[config.mk]
export PLATFORM = sky130hd
export DESIGN_NAME = aud_irq_agg
export DESIGN_NICKNAME = d
export VERILOG_FILES = /design/src/rtl/aud_irq_pkg.sv /design/src/rtl/aud_irq_ctrl.sv /design/src/rtl/aud_irq_dp.sv /design/src/rtl/aud_irq_agg.sv
export SDC_FILE = /design/constraint.sdc
export NUM_CORES = 1
export LEC_CHECK = 0
export BUFFER_PORTS_ARGS = -buffer_cell sky130_fd_sc_hd__clkbuf_2
export CAP_MARGIN = 30
export CELL_PAD_IN_SITES_DETAIL_PLACEMENT = 1
export CELL_PAD_IN_SITES_GLOBAL_PLACEMENT = 1
export CORE_MARGIN = 8
export CORE_UTILIZATION = 32
export CTS_CLUSTER_SIZE = 10
export DETAILED_ROUTE_END_ITERATION = 8
export HOLD_SLACK_MARGIN = 0.02
export PLACE_DENSITY = 0.95
export SLEW_MARGIN = 5
export SYNTH_ARGS = -nofsm -noshare
export SYNTH_HDL_FRONTEND = slang
export SYNTH_SLANG_ARGS = --single-unit
[constraint.sdc]
create_clock -name clk -period 3.5 [get_ports clk]
set_input_delay 0.525 -clock clk [delete_from_list [all_inputs] [get_ports clk]]
set_output_delay 0.525 -clock clk [all_outputs]
set_load 0.02 [all_outputs]
[src/rtl/aud_irq_pkg.sv]
package aud_irq_pkg;
  typedef struct packed {
    logic wrStat;
    logic wrClk;
    logic wrMaskP;
    logic wrMaskS;
    logic wrSrst;
    logic rdStat;
    logic rdClk;
    logic rdMaskP;
    logic rdMaskS;
    logic rdSrst;
  } regStrb_t;
endpackage

[src/rtl/aud_irq_ctrl.sv]
module aud_irq_ctrl
  import aud_irq_pkg::*;
#(
  parameter int ADDR_W      = 10,
  parameter int SHARED_BASE = 'h200
) (
  input  logic              clk,
  input  logic              rstN,
  input  logic              busWr,
  input  logic              busRd,
  input  logic [ADDR_W-1:0] busAddr,
  output regStrb_t          strb
);
  localparam logic [ADDR_W-1:0] ADDR_STAT  = ADDR_W'(SHARED_BASE + 'h0);
  localparam logic [ADDR_W-1:0] ADDR_CLK   = ADDR_W'(SHARED_BASE + 'h4);
  localparam logic [ADDR_W-1:0] ADDR_MASKP = ADDR_W'(SHARED_BASE + 'h8);
  localparam logic [ADDR_W-1:0] ADDR_MASKS = ADDR_W'(SHARED_BASE + 'hC);
  localparam logic [ADDR_W-1:0] ADDR_SRST  = ADDR_W'(SHARED_BASE + 'h10);

  logic hitStat, hitClk, hitMaskP, hitMaskS, hitSrst;

  always_comb begin
    hitStat  = (busAddr == ADDR_STAT);
    hitClk   = (busAddr == ADDR_CLK);
    hitMaskP = (busAddr == ADDR_MASKP);
    hitMaskS = (busAddr == ADDR_MASKS);
    hitSrst  = (busAddr == ADDR_SRST);
    strb.wrStat  = busWr & hitStat;
    strb.wrClk   = busWr & hitClk;
    strb.wrMaskP = busWr & hitMaskP;
    strb.wrMaskS = busWr & hitMaskS;
    strb.wrSrst  = busWr & hitSrst;
    strb.rdStat  = busRd & hitStat;
    strb.rdClk   = busRd & hitClk;
    strb.rdMaskP = busRd & hitMaskP;
    strb.rdMaskS = busRd & hitMaskS;
    strb.rdSrst  = busRd & hitSrst;
  end

  // a bus access selects at most one register
  assert_one_target_R9: assert property (@(posedge clk) disable iff (!rstN)
    $onehot0({strb.wrStat, strb.wrClk, strb.wrMaskP, strb.wrMaskS, strb.wrSrst}));
endmodule

[src/rtl/aud_irq_dp.sv]
module aud_irq_dp
  import aud_irq_pkg::*;
#(
  parameter int DATA_W     = 32,
  parameter int NUM_SRC    = 4,
  parameter int BIT_STRIDE = 4,
  parameter int SRST_W     = 8,
  parameter int ACK_BIT    = 4,
  parameter int CLKB_BIT   = 4
) (
  input  logic              clk,
  input  logic              rstN,
  input  regStrb_t          strb,
  input  logic [DATA_W-1:0] busWdata,
  input  logic [NUM_SRC-1:0] evtIn,
  output logic [DATA_W-1:0] busRdata,
  output logic              irqOut,
  output logic              ackPulse,
  output logic [1:0]        clkEn,
  output logic [SRST_W-1:0] srstOut
);
  localparam int SPAN = NUM_SRC * BIT_STRIDE;

  logic [NUM_SRC-1:0] statQ, maskPQ, maskSQ, wrGather, statNext;
  logic [DATA_W-1:0]  statWide, maskPWide, maskSWide;
  logic [1:0]         clkQ;
  logic [SRST_W-1:0]  srstQ;
  logic               irqQ, ackQ;

  generate
    for (genvar i = 0; i < NUM_SRC; i++) begin : g_src
      assign wrGather[i] = busWdata[i*BIT_STRIDE];
      assign statNext[i] = (strb.wrStat ? (statQ[i] & wrGather[i]) : statQ[i]) | evtIn[i];

      // an event pulse sets its status bit
      assert_evt_sets_R2: assert property (@(posedge clk) disable iff (!rstN)
        evtIn[i] |=> statQ[i]);
      // a zero written with no event clears the bit
      assert_clear_R3: assert property (@(posedge clk) disable iff (!rstN)
        (strb.wrStat && !busWdata[i*BIT_STRIDE] && !evtIn[i]) |=> !statQ[i]);
    end
  endgenerate

  always_comb begin
    statWide  = '0;
    maskPWide = '0;
    maskSWide = '0;
    for (int i = 0; i < NUM_SRC; i++) begin
      statWide[i*BIT_STRIDE]  = statQ[i];
      maskPWide[i*BIT_STRIDE] = maskPQ[i];
      maskSWide[i*BIT_STRIDE] = maskSQ[i];
    end
  end

  always_ff @(posedge clk or negedge rstN) begin
    if (!rstN) begin
      statQ  <= '0;
      maskPQ <= '0;
      maskSQ <= '0;
      clkQ   <= '0;
      srstQ  <= '0;
      irqQ   <= 1'b0;
      ackQ   <= 1'b0;
    end else begin
      statQ <= statNext;
      if (strb.wrMaskP) maskPQ <= wrGather;
      if (strb.wrMaskS) maskSQ <= wrGather;
      if (strb.wrClk)   clkQ   <= {busWdata[CLKB_BIT], busWdata[0]};
      if (strb.wrSrst)  srstQ  <= busWdata[SRST_W-1:0];
      irqQ <= |(statQ & maskPQ & maskSQ);
      ackQ <= strb.wrSrst & busWdata[ACK_BIT] & ~srstQ[ACK_BIT];
    end
  end

  always_comb begin
    busRdata = '0;
    if (strb.rdStat)  busRdata = statWide;
    if (strb.rdMaskP) busRdata = maskPWide;
    if (strb.rdMaskS) busRdata = maskSWide;
    if (strb.rdSrst)  busRdata[SRST_W-1:0] = srstQ;
    if (strb.rdClk) begin
      busRdata[0]        = clkQ[0];
      busRdata[CLKB_BIT] = clkQ[1];
    end
  end

  assign irqOut   = irqQ;
  assign ackPulse = ackQ;
  assign clkEn    = clkQ;
  assign srstOut  = srstQ;

  // the line only rises for a doubly enabled pending event
  assert_irq_gated_R4: assert property (@(posedge clk) disable iff (!rstN)
    irqOut |-> (($past(statQ) & $past(maskPQ) & $past(maskSQ)) != '0));
  // acknowledge lasts one cycle
  assert_ack_single_R8: assert property (@(posedge clk) disable iff (!rstN)
    ackPulse |=> !ackPulse);
  // acknowledge needs the bit to have been low before
  assert_ack_edge_R8: assert property (@(posedge clk) disable iff (!rstN)
    ackPulse |-> (srstOut[ACK_BIT] && !$past(srstOut[ACK_BIT])));

  initial begin
    assert_span_fits: assert (SPAN <= DATA_W);
  end
endmodule

[src/rtl/aud_irq_agg.sv]
module aud_irq_agg
  import aud_irq_pkg::*;
#(
  parameter int ADDR_W      = 10,
  parameter int DATA_W      = 32,
  parameter int NUM_SRC     = 4,
  parameter int SHARED_BASE = 'h200
) (
  input  logic               clk,
  input  logic               rstN,
  input  logic               busWr,
  input  logic               busRd,
  input  logic [ADDR_W-1:0]  busAddr,
  input  logic [DATA_W-1:0]  busWdata,
  output logic [DATA_W-1:0]  busRdata,
  input  logic [NUM_SRC-1:0] evtIn,
  output logic               irqOut,
  output logic               clkEnA,
  output logic               clkEnB,
  output logic               coreRun,
  output logic [3:0]         portHold,
  output logic               ackPulse
);
  localparam int SRST_W = 8;

  regStrb_t          strb;
  logic [1:0]        clkEn;
  logic [SRST_W-1:0] srstQ;

  aud_irq_ctrl #(.ADDR_W(ADDR_W), .SHARED_BASE(SHARED_BASE)) ctrl_i (
    .clk(clk), .rstN(rstN), .busWr(busWr), .busRd(busRd),
    .busAddr(busAddr), .strb(strb)
  );

  aud_irq_dp #(.DATA_W(DATA_W), .NUM_SRC(NUM_SRC), .BIT_STRIDE(4),
               .SRST_W(SRST_W), .ACK_BIT(4), .CLKB_BIT(4)) dp_i (
    .clk(clk), .rstN(rstN), .strb(strb), .busWdata(busWdata),
    .evtIn(evtIn), .busRdata(busRdata), .irqOut(irqOut),
    .ackPulse(ackPulse), .clkEn(clkEn), .srstOut(srstQ)
  );

  assign clkEnA   = clkEn[0];
  assign clkEnB   = clkEn[1];
  assign coreRun  = srstQ[0];
  assign portHold = srstQ[7:4];
endmodule

Yosys cells after proc, flatten, opt, wreduce, memory -nomap -nowiden
Cells that the tools add are included.
{"block": "totals", "reg_bits": 24, "in_bits": 50, "output_inout_bits": 41}
{"block": "classes", "n_eq_ne": 5, "muxes": 10, "bitwise": 23, "reduce_logical": 1}
{"operator": "32-bit two-way mux", "n": 2}
{"operator": "10-bit equality test (second input constant)", "n": 5}
{"operator": "1-bit AND", "n": 16}
{"operator": "13-bit two-way mux", "n": 1}
{"operator": "4-bit AND", "n": 2}
{"operator": "8-bit two-way mux", "n": 1}
{"operator": "1-bit two-way mux", "n": 6}
{"operator": "1-bit bitwise OR", "n": 4}
{"operator": "4-bit OR reduction", "n": 1}
{"operator": "1-bit inverter", "n": 1}

Longest topological paths before layout
Gate-level depths: netlist of run 1.
{"block": "depth", "depth_word": 7, "depth_mapped": 6, "ltp_nobuf": 4}

Hierarchy
Synthesis of run 1 repeated with hierarchy kept, for this count alone.
{"block": "hier_totals", "cells_unflattened": 132, "hier_area_um2": 1396.3}
{"mod": "aud_irq_dp", "n_inst": 1, "cells_each": 109, "area_each_um2": 1249.9, "seq_area_each_um2": 600.6}
{"mod": "aud_irq_ctrl", "n_inst": 1, "cells_each": 23, "area_each_um2": 146.4, "seq_area_each_um2": 0.0}

Least setup slack after synthesis of run 1
No wires, ideal clock.
{"block": "synth_path", "path_kind": "input to output", "startpoint": "in busAddr[3]", "endpoint": "out busRdata[4]", "arrival_time_ns": 1.691, "required_ns": 2.975, "path_slack_ns": 1.284, "cell_stages": 6, "cell_sequence": "clkbuf_1 > or2_2 > clkbuf_1 > o22ai_1 > o21ai_0 > a21oi_1"}
{"block": "synth_between", "elab_chain_len": 7, "elab_cells_between_ends": 15, "classes_between": "5 x eq/ne; 5 x mux; 5 x bitwise"}
{"item": "start: declaration", "line": "aud_irq_agg.sv:13", "rtl": "input logic [ADDR_W-1:0] busAddr,"}
{"item": "10-bit equality test", "line": "aud_irq_ctrl.sv:23", "rtl": "hitStat = (busAddr == ADDR_STAT);"}
{"item": "1-bit AND", "line": "aud_irq_ctrl.sv:33", "rtl": "strb.rdStat = busRd & hitStat;"}
{"item": "13-bit two-way mux", "line": "aud_irq_dp.sv:77", "rtl": "if (strb.rdStat) busRdata = statWide;"}
{"item": "32-bit two-way mux", "line": "aud_irq_dp.sv:78", "rtl": "if (strb.rdMaskP) busRdata = maskPWide;"}
{"item": "32-bit two-way mux", "line": "aud_irq_dp.sv:79", "rtl": "if (strb.rdMaskS) busRdata = maskSWide;"}
{"item": "8-bit two-way mux", "line": "aud_irq_dp.sv:80", "rtl": "if (strb.rdSrst) busRdata[SRST_W-1:0] = srstQ;"}
{"item": "1-bit two-way mux (*)", "line": "aud_irq_dp.sv:81", "rtl": "if (strb.rdClk) begin"}
{"item": "end: declaration", "line": "aud_irq_agg.sv:15", "rtl": "output logic [DATA_W-1:0] busRdata,"}
Mark *: on every way between the ends. The rest lies on a longest branch, timed or not.

Final worst setup path of run 1
{"block": "layout_path", "startpoint": "in busAddr[5]", "endpoint": "out busRdata[7]"}
{"block": "layout_between", "elab_chain_len": 5, "elab_cells_between_ends": 9, "classes_between": "3 x eq/ne; 3 x mux; 3 x bitwise"}
{"item": "10-bit equality test", "line": "aud_irq_ctrl.sv:25", "rtl": "hitMaskP = (busAddr == ADDR_MASKP);"}
{"item": "1-bit AND", "line": "aud_irq_ctrl.sv:35", "rtl": "strb.rdMaskP = busRd & hitMaskP;"}
{"item": "32-bit two-way mux", "line": "aud_irq_dp.sv:78"}
{"item": "32-bit two-way mux", "line": "aud_irq_dp.sv:79"}
{"item": "8-bit two-way mux (*)", "line": "aud_irq_dp.sv:80"}
Marks and branches as above.

==> results of run 1 <==
-- routing by layer --
| layer | vias up | wire (um) | global-route usage, % |
|---|---|---|---|
| met5 | - | 0 | 0 |
| met2 | 36 | 1896 | 19.18 |
| met1 | 493 | 1347 | 11.76 |
| met4 | 0 | 40 | 5.614 |
| li1 | 486 | - | - |
| met3 | 2 | 321 | 2.165 |
-- through the flow --
step                utilization [%]  cell area (um^2)
floorplan                         -              1479
global placement              36.39              1563
detailed placement            36.39              1563
CTS                           38.05              1634
global route                  38.05              1634
finish                        38.05              1634
-- cell type report --
| class | instances | area, um^2 | area share (%) |
|---|---|---|---|
| clock inverter | 1 | 30.03 | 1.838 |
| sequential | 24 | 600.6 | 36.75 |
| timing repair buffer | 46 | 230.2 | 14.09 |
| clock buffer | 3 | 41.29 | 2.527 |
| multi-input combinational | 95 | 666.9 | 40.81 |
| tap | 52 | 65.06 | 3.982 |
-- synthesized netlist by cell type, types with 2 or more instances --
library cell / count
mux2_2: 14
a31oi_1: 3
mux2_4: 4
nor3_1: 3
nand2b_1: 5
nor2_1: 6
o21ai_0: 2
nand2_1: 4
clkbuf_1: 3
nand3_2: 2
nand3_1: 4
buf_4: 26
o41ai_1: 4
a21oi_1: 2
o22ai_1: 2
and2_1: 6
mux2i_1: 4
nor3b_1: 2
dfrtp_1: 24
-- final timing paths --
path,end,slack [ns],cells past startpoint
setup / recovery,busRdata[7],0.99,6
max in group asynchronous,dp_i.statQ[0]$_DFF_PN0_,2.85,1
setup reg to reg,dp_i.irqOut$_DFF_PN0_,2.55,3
hold reg to reg,dp_i.ackPulse$_DFF_PN0_,0.49,1
hold / removal,dp_i.maskSQ[2]$_DFFE_PN0P_,0.25,1
min in group clk,dp_i.statQ[1]$_DFF_PN0_,0.44,2
-- logic make-up (layout without fill, tap and decap cells) --
family          count (synthesis)  count (layout)  share of synthesized area (%)
simple gates                   38              38                          17.16
flops                          24              24                          42.90
other cells                     1              22                         0.2678
compound gates                 13              13                          6.166
mux                            22              22                          18.41
buf+inv                        30              50                          15.10
-- sequential cells by signal, indices dropped and copies added (netlist names) --
| register | count |
|---|---|
| dp_i.maskPQ | 4 |
| dp_i.maskSQ | 4 |
| dp_i.irqOut | 1 |
| dp_i.srstOut | 8 |
| dp_i.ackPulse | 1 |
| dp_i.clkEn | 2 |
| dp_i.statQ | 4 |
-- worst max-delay path, cell delays in order --
cell      delay (ns)
clkbuf_2        0.08
nor3_1          0.33
nand3_1         0.31
nor2_1          0.39
and2_1          0.18
clkbuf_2        0.17
-- power by group through the flow --
| stage | sequential [mW] | clock, mW | combinational [mW] |
|---|---|---|---|
| floorplan | 0.288 | 0 | 0.0598 |
| global placement | 0.288 | 0 | 0.0664 |
| detailed placement | 0.288 | 0 | 0.0682 |
| CTS | 0.283 | 0.247 | 0.0687 |
| global route | 0.283 | 0.255 | 0.0758 |
| finish | 0.283 | 0.240 | 0.0687 |
==> impl_metrics.toml, run 1 <==
[layout]
fill_cells = 512
final_cell_mix = "clkbuf_2, dfrtp_1, conb_1, mux2_2"
diodes = 0
fin_nets = 220
final_cells = 221
areaGrowthSynthToFinish_pct = 16.71
layout-drive-gt1-share_pct = 43.79
final_common_cell = "clkbuf_2"

[setup_path]
cp-start-kind = "input pin"
arrival_ns = 1.98
worstPathMaxFanout = 6
cp.required_ns = 2.97
r2r-start = "dp_i.maskSQ[3]$_DFFE_PN0P_"
critPathLaunch = "busAddr[5]"
crit_type = "input pin to output port"
cp-end-kind = "output port"

[power]
p_int_uw = 453.5
power.density_nw_per_um2 = 361.8
p_leak_nw = 0.8555
p_switching_uw = 137.7
pwr-share-clk_pct = 40.6
sw_frac_of_total_pct = 23.29
ir_drop_mv = 0.1412
total_power_uw = 591.2
comb_power_share_pct = 11.6
p_seq_share_pct = 47.8

[timing]
rsz0062_at_grt = "no"
max_freq_mhz = 399.1
tightest_slew_ns = 0.6055
drv_slew = 0
slew_headroom_pct = 59.63
fin_crit_sh_pct = 71.58
hold_slack_ns = 0.2540
finalSetupViolCount = 0
fin_tns_setup_ns = 0
setup_slack_ns = 0.9946
fin_skew_ns = 0.002310
final.min_clock_period_ns = 2.505
hold_violations = 0

[clock_network]
postCtsSetupBuffers = 0
cts.clk_slew.worst_paths_ns = 0.08
cts.sinks = 24
cts-root-buf = "clkbuf_8"
cts_buffer_depth = 2
post_cts_resized = 0
insertion_delay_ns = 0.26
cts_max_level = 1
hold_buffers = 0
cts_inserted_buffers = 3
cts_tree = "yes"

[place]
gp_congestion = 0.7625
portBuffers = 46
placed_cells = 217
dp_hpwl_mm = 2.831
dpl_worst_slack_ns = 0.9556

[global_routing]
grt_max_degree = 25
grt_pass1_vias = 1115
grt-ovfl-total = 0
grt_pass1_wl_mm = 5.575
antenna_found_initial = 0
grt_usage_pct = 10.75

[yosys]
yosys_warnings = 0
synth_area_um2 = 1400
synth_top_area_share_pct = 42.90
yosys_most_used_dff = "dfrtp_1"
synthDistinctLibCells = 27
synth_edf_count = 0
yosysSeqAreaShare_pct = 42.90
yosysTopAreaCell = "dfrtp_1"
netlist_instances = 128
ys_ff_latch = 24
synth_area_leaders = "dfrtp_1, buf_4, mux2_2"
syn_area_per_cell_um2 = 10.94
async_flop_share_pct = 100.0

[detailed_routing]
routed_wl_mm = 3.606
drt-initial-drc-count = 33
dr_total_vias = 1017
wl_per_cell_um = 16.32
viasPerCell = 4.602
antenna_left = 0
drc = 0
drt_first_pass_iters = 4

[floorplan]
coreArea_um2 = 4294
die_area_um2 = 6748
num_io_pins = 91
die_x_um = 82.15
start_util_pct = 32.60
die_y_um = 82.15
rows = 24

[status]
outcome = "complete, no violations"

[job]
maxCapViolCount = 0

[min_path]
hold_class = "input pin to async pin"
Note: power is estimated with default switching activity, not from simulation.
==> inputs of run 2 (changes only) <==
--- a/config.mk
+++ b/config.mk
@@ -10,11 +10,11 @@
 export CELL_PAD_IN_SITES_DETAIL_PLACEMENT = 1
 export CELL_PAD_IN_SITES_GLOBAL_PLACEMENT = 1
 export CORE_MARGIN = 8
-export CORE_UTILIZATION = 32
+export CORE_UTILIZATION = 30
 export CTS_CLUSTER_SIZE = 10
 export DETAILED_ROUTE_END_ITERATION = 8
 export HOLD_SLACK_MARGIN = 0.02
-export PLACE_DENSITY = 0.95
+export PLACE_DENSITY = 0.9
 export SLEW_MARGIN = 5
 export SYNTH_ARGS = -nofsm -noshare
 export SYNTH_HDL_FRONTEND = slang
==> constraint.sdc (replaced) <==
create_clock -name clk -period 2.5 [get_ports clk]
set_input_delay 0.375 -clock clk [delete_from_list [all_inputs] [get_ports clk]]
set_output_delay 0.375 -clock clk [all_outputs]
set_load 0.02 [all_outputs]
==> run 2 against run 1 <==
  * Die area grew 5.4%
  * Total power grew 27%
  * Critical path type unchanged
  * Combinational power grew 40%
  * Sequential power grew 40%
  * Cell area shrank 0.38%
  * Clock skew shrank 0.0013 ns
  * Worst setup slack lost 0.52 ns
  * Largest power group unchanged
  * Critical endpoint is now busRdata[4]
==> impl_metrics.toml, run 2 (synthesis gave the netlist of run 1 again) <==
[status]
outcome = "complete, no violations"

[timing]
fin_tns_setup_ns = 0
slew_headroom_pct = 59.77
rsz0062_at_grt = "no"
tightest_slew_ns = 0.6035
fin_crit_sh_pct = 81.07
drv_slew = 0
hold_slack_ns = 0.1060
max_freq_mhz = 493.4
fin_skew_ns = 0.001019
finalSetupViolCount = 0
final.min_clock_period_ns = 2.027
hold_violations = 0

[power]
p_switching_uw = 187.5
ir_drop_mv = 0.1490
sw_frac_of_total_pct = 25.04
p_leak_nw = 0.8527
p_int_uw = 561.4
pwr-share-clk_pct = 34.4
p_seq_share_pct = 52.8
comb_power_share_pct = 12.8
power.density_nw_per_um2 = 460.1

[floorplan]
rows = 25
start_util_pct = 30.45
coreArea_um2 = 4598
num_io_pins = 91
die_area_um2 = 7109
die_x_um = 84.32
die_y_um = 84.32

[detailed_routing]
routed_wl_mm = 3.559
dr_total_vias = 1020
drt-initial-drc-count = 44
wl_per_cell_um = 15.89
drc = 0
drt_first_pass_iters = 4
viasPerCell = 4.554
antenna_left = 0

[clock_network]
postCtsSetupBuffers = 0
cts_max_level = 1
post_cts_resized = 0
cts_tree = "yes"
hold_buffers = 0
insertion_delay_ns = 0.26
cts.sinks = 24
cts.clk_slew.worst_paths_ns = 0.08
cts_buffer_depth = 2
cts-root-buf = "clkbuf_8"
cts_inserted_buffers = 3

[global_routing]
grt_max_degree = 25
grt-ovfl-total = 0
grtUsageMet2_pct = 16.85
use_met1_pct = 11.54
grt_pass1_vias = 1150
antenna_found_initial = 0
grt_usage_pct = 10.16
grt_use_met3_pct = 3.098
grt_pass1_wl_mm = 5.940
gr-max-usage-layer = "met2"

[layout]
fill_cells = 543
multiInputGateArea_um2 = 666.9
final_common_cell = "clkbuf_2"
largest_reg_flops = 8
final_cell_mix = "clkbuf_2, dfrtp_1, conb_1, mux2_2"
diodes = 0
fin_nets = 221
areaGrowthSynthToFinish_pct = 16.26
layout-drive-gt1-share_pct = 44.12
regArea_um2 = 600.6

[setup_path]
crit_type = "input pin to output port"
reg2reg_slack_ns = 1.59
worstPathMaxFanout = 11
cp-start-kind = "input pin"
cp.required_ns = 2.12
cp-end-kind = "output port"
arrival_ns = 1.65

[min_path]
hold_class = "input pin to async pin"

[place]
gp_congestion = 0.7520
portBuffers = 46
dp_hpwl_mm = 2.791

[job]
maxCapViolCount = 0
-- run 2: path summary, 6_finish.rpt --
path / startpoint / to / cells past startpoint
setup reg to reg: dp_i.maskPQ[3]$_DFFE_PN0P_ / dp_i.irqOut$_DFF_PN0_ / 3
max in group asynchronous: rstN / dp_i.srstOut[6]$_DFFE_PN0N_ / 1
hold reg to reg: dp_i.srstOut[1]$_DFFE_PN0N_ / dp_i.srstOut[1]$_DFFE_PN0N_ / 1
min in group clk: evtIn[0] / dp_i.statQ[0]$_DFF_PN0_ / 2
setup / recovery: busAddr[2] / busRdata[4] / 6
hold / removal: rstN / dp_i.maskPQ[2]$_DFFE_PN0P_ / 1
-- run 2: metrics by stage --
step / area, um^2 / setup WS [ns] / std cells / util [%] / power, mW
final: 1628 / 0.4733 / 224 / 35.40 / 0.7489
after global routing: 1628 / 0.3535 / 224 / 35.40 / 0.7886
after CTS: 1628 / 0.4645 / 224 / 35.40 / 0.7588
after detailed placement: 1573 / 0.4791 / 220 / 34.20 / 0.4980
after global placement: 1573 / 0.4980 / 220 / 34.20 / 0.4961
after floorplan: 1479 / 0.5835 / 149 / - / 0.4868
-- run 2: final cells by class --
class	instances	share of cell area, %
multi-input cells	95	40.97
flip-flops and latches	24	36.89
repair buffers	47	14.60
well taps	54	4.151
clock buffers	4	3.382
-- run 2: routing by layer --
layer	part of all wire, %	wire length [um]
met1	41	1451
met2	50	1776
met3	7.8	276
met4	1.5	55
met5	0	0
-- run 2: critical path, cell delays in order --
cell and delay (ns):
clkbuf_2 0.19, or2_2 0.41, o22ai_1 0.14, o21ai_0 0.13, a21oi_1 0.20, clkbuf_2 0.21
-- run 2: power groups by stage --
stage	clock, mW	sequential, mW	combinational, mW
2_1_floorplan	0	0.403	0.0837
3_3_place_gp	0	0.403	0.0934
3_5_place_dp	0	0.403	0.0951
4_1_cts	0.267	0.395	0.0961
5_1_grt	0.287	0.396	0.106
6_report	0.257	0.395	0.0962
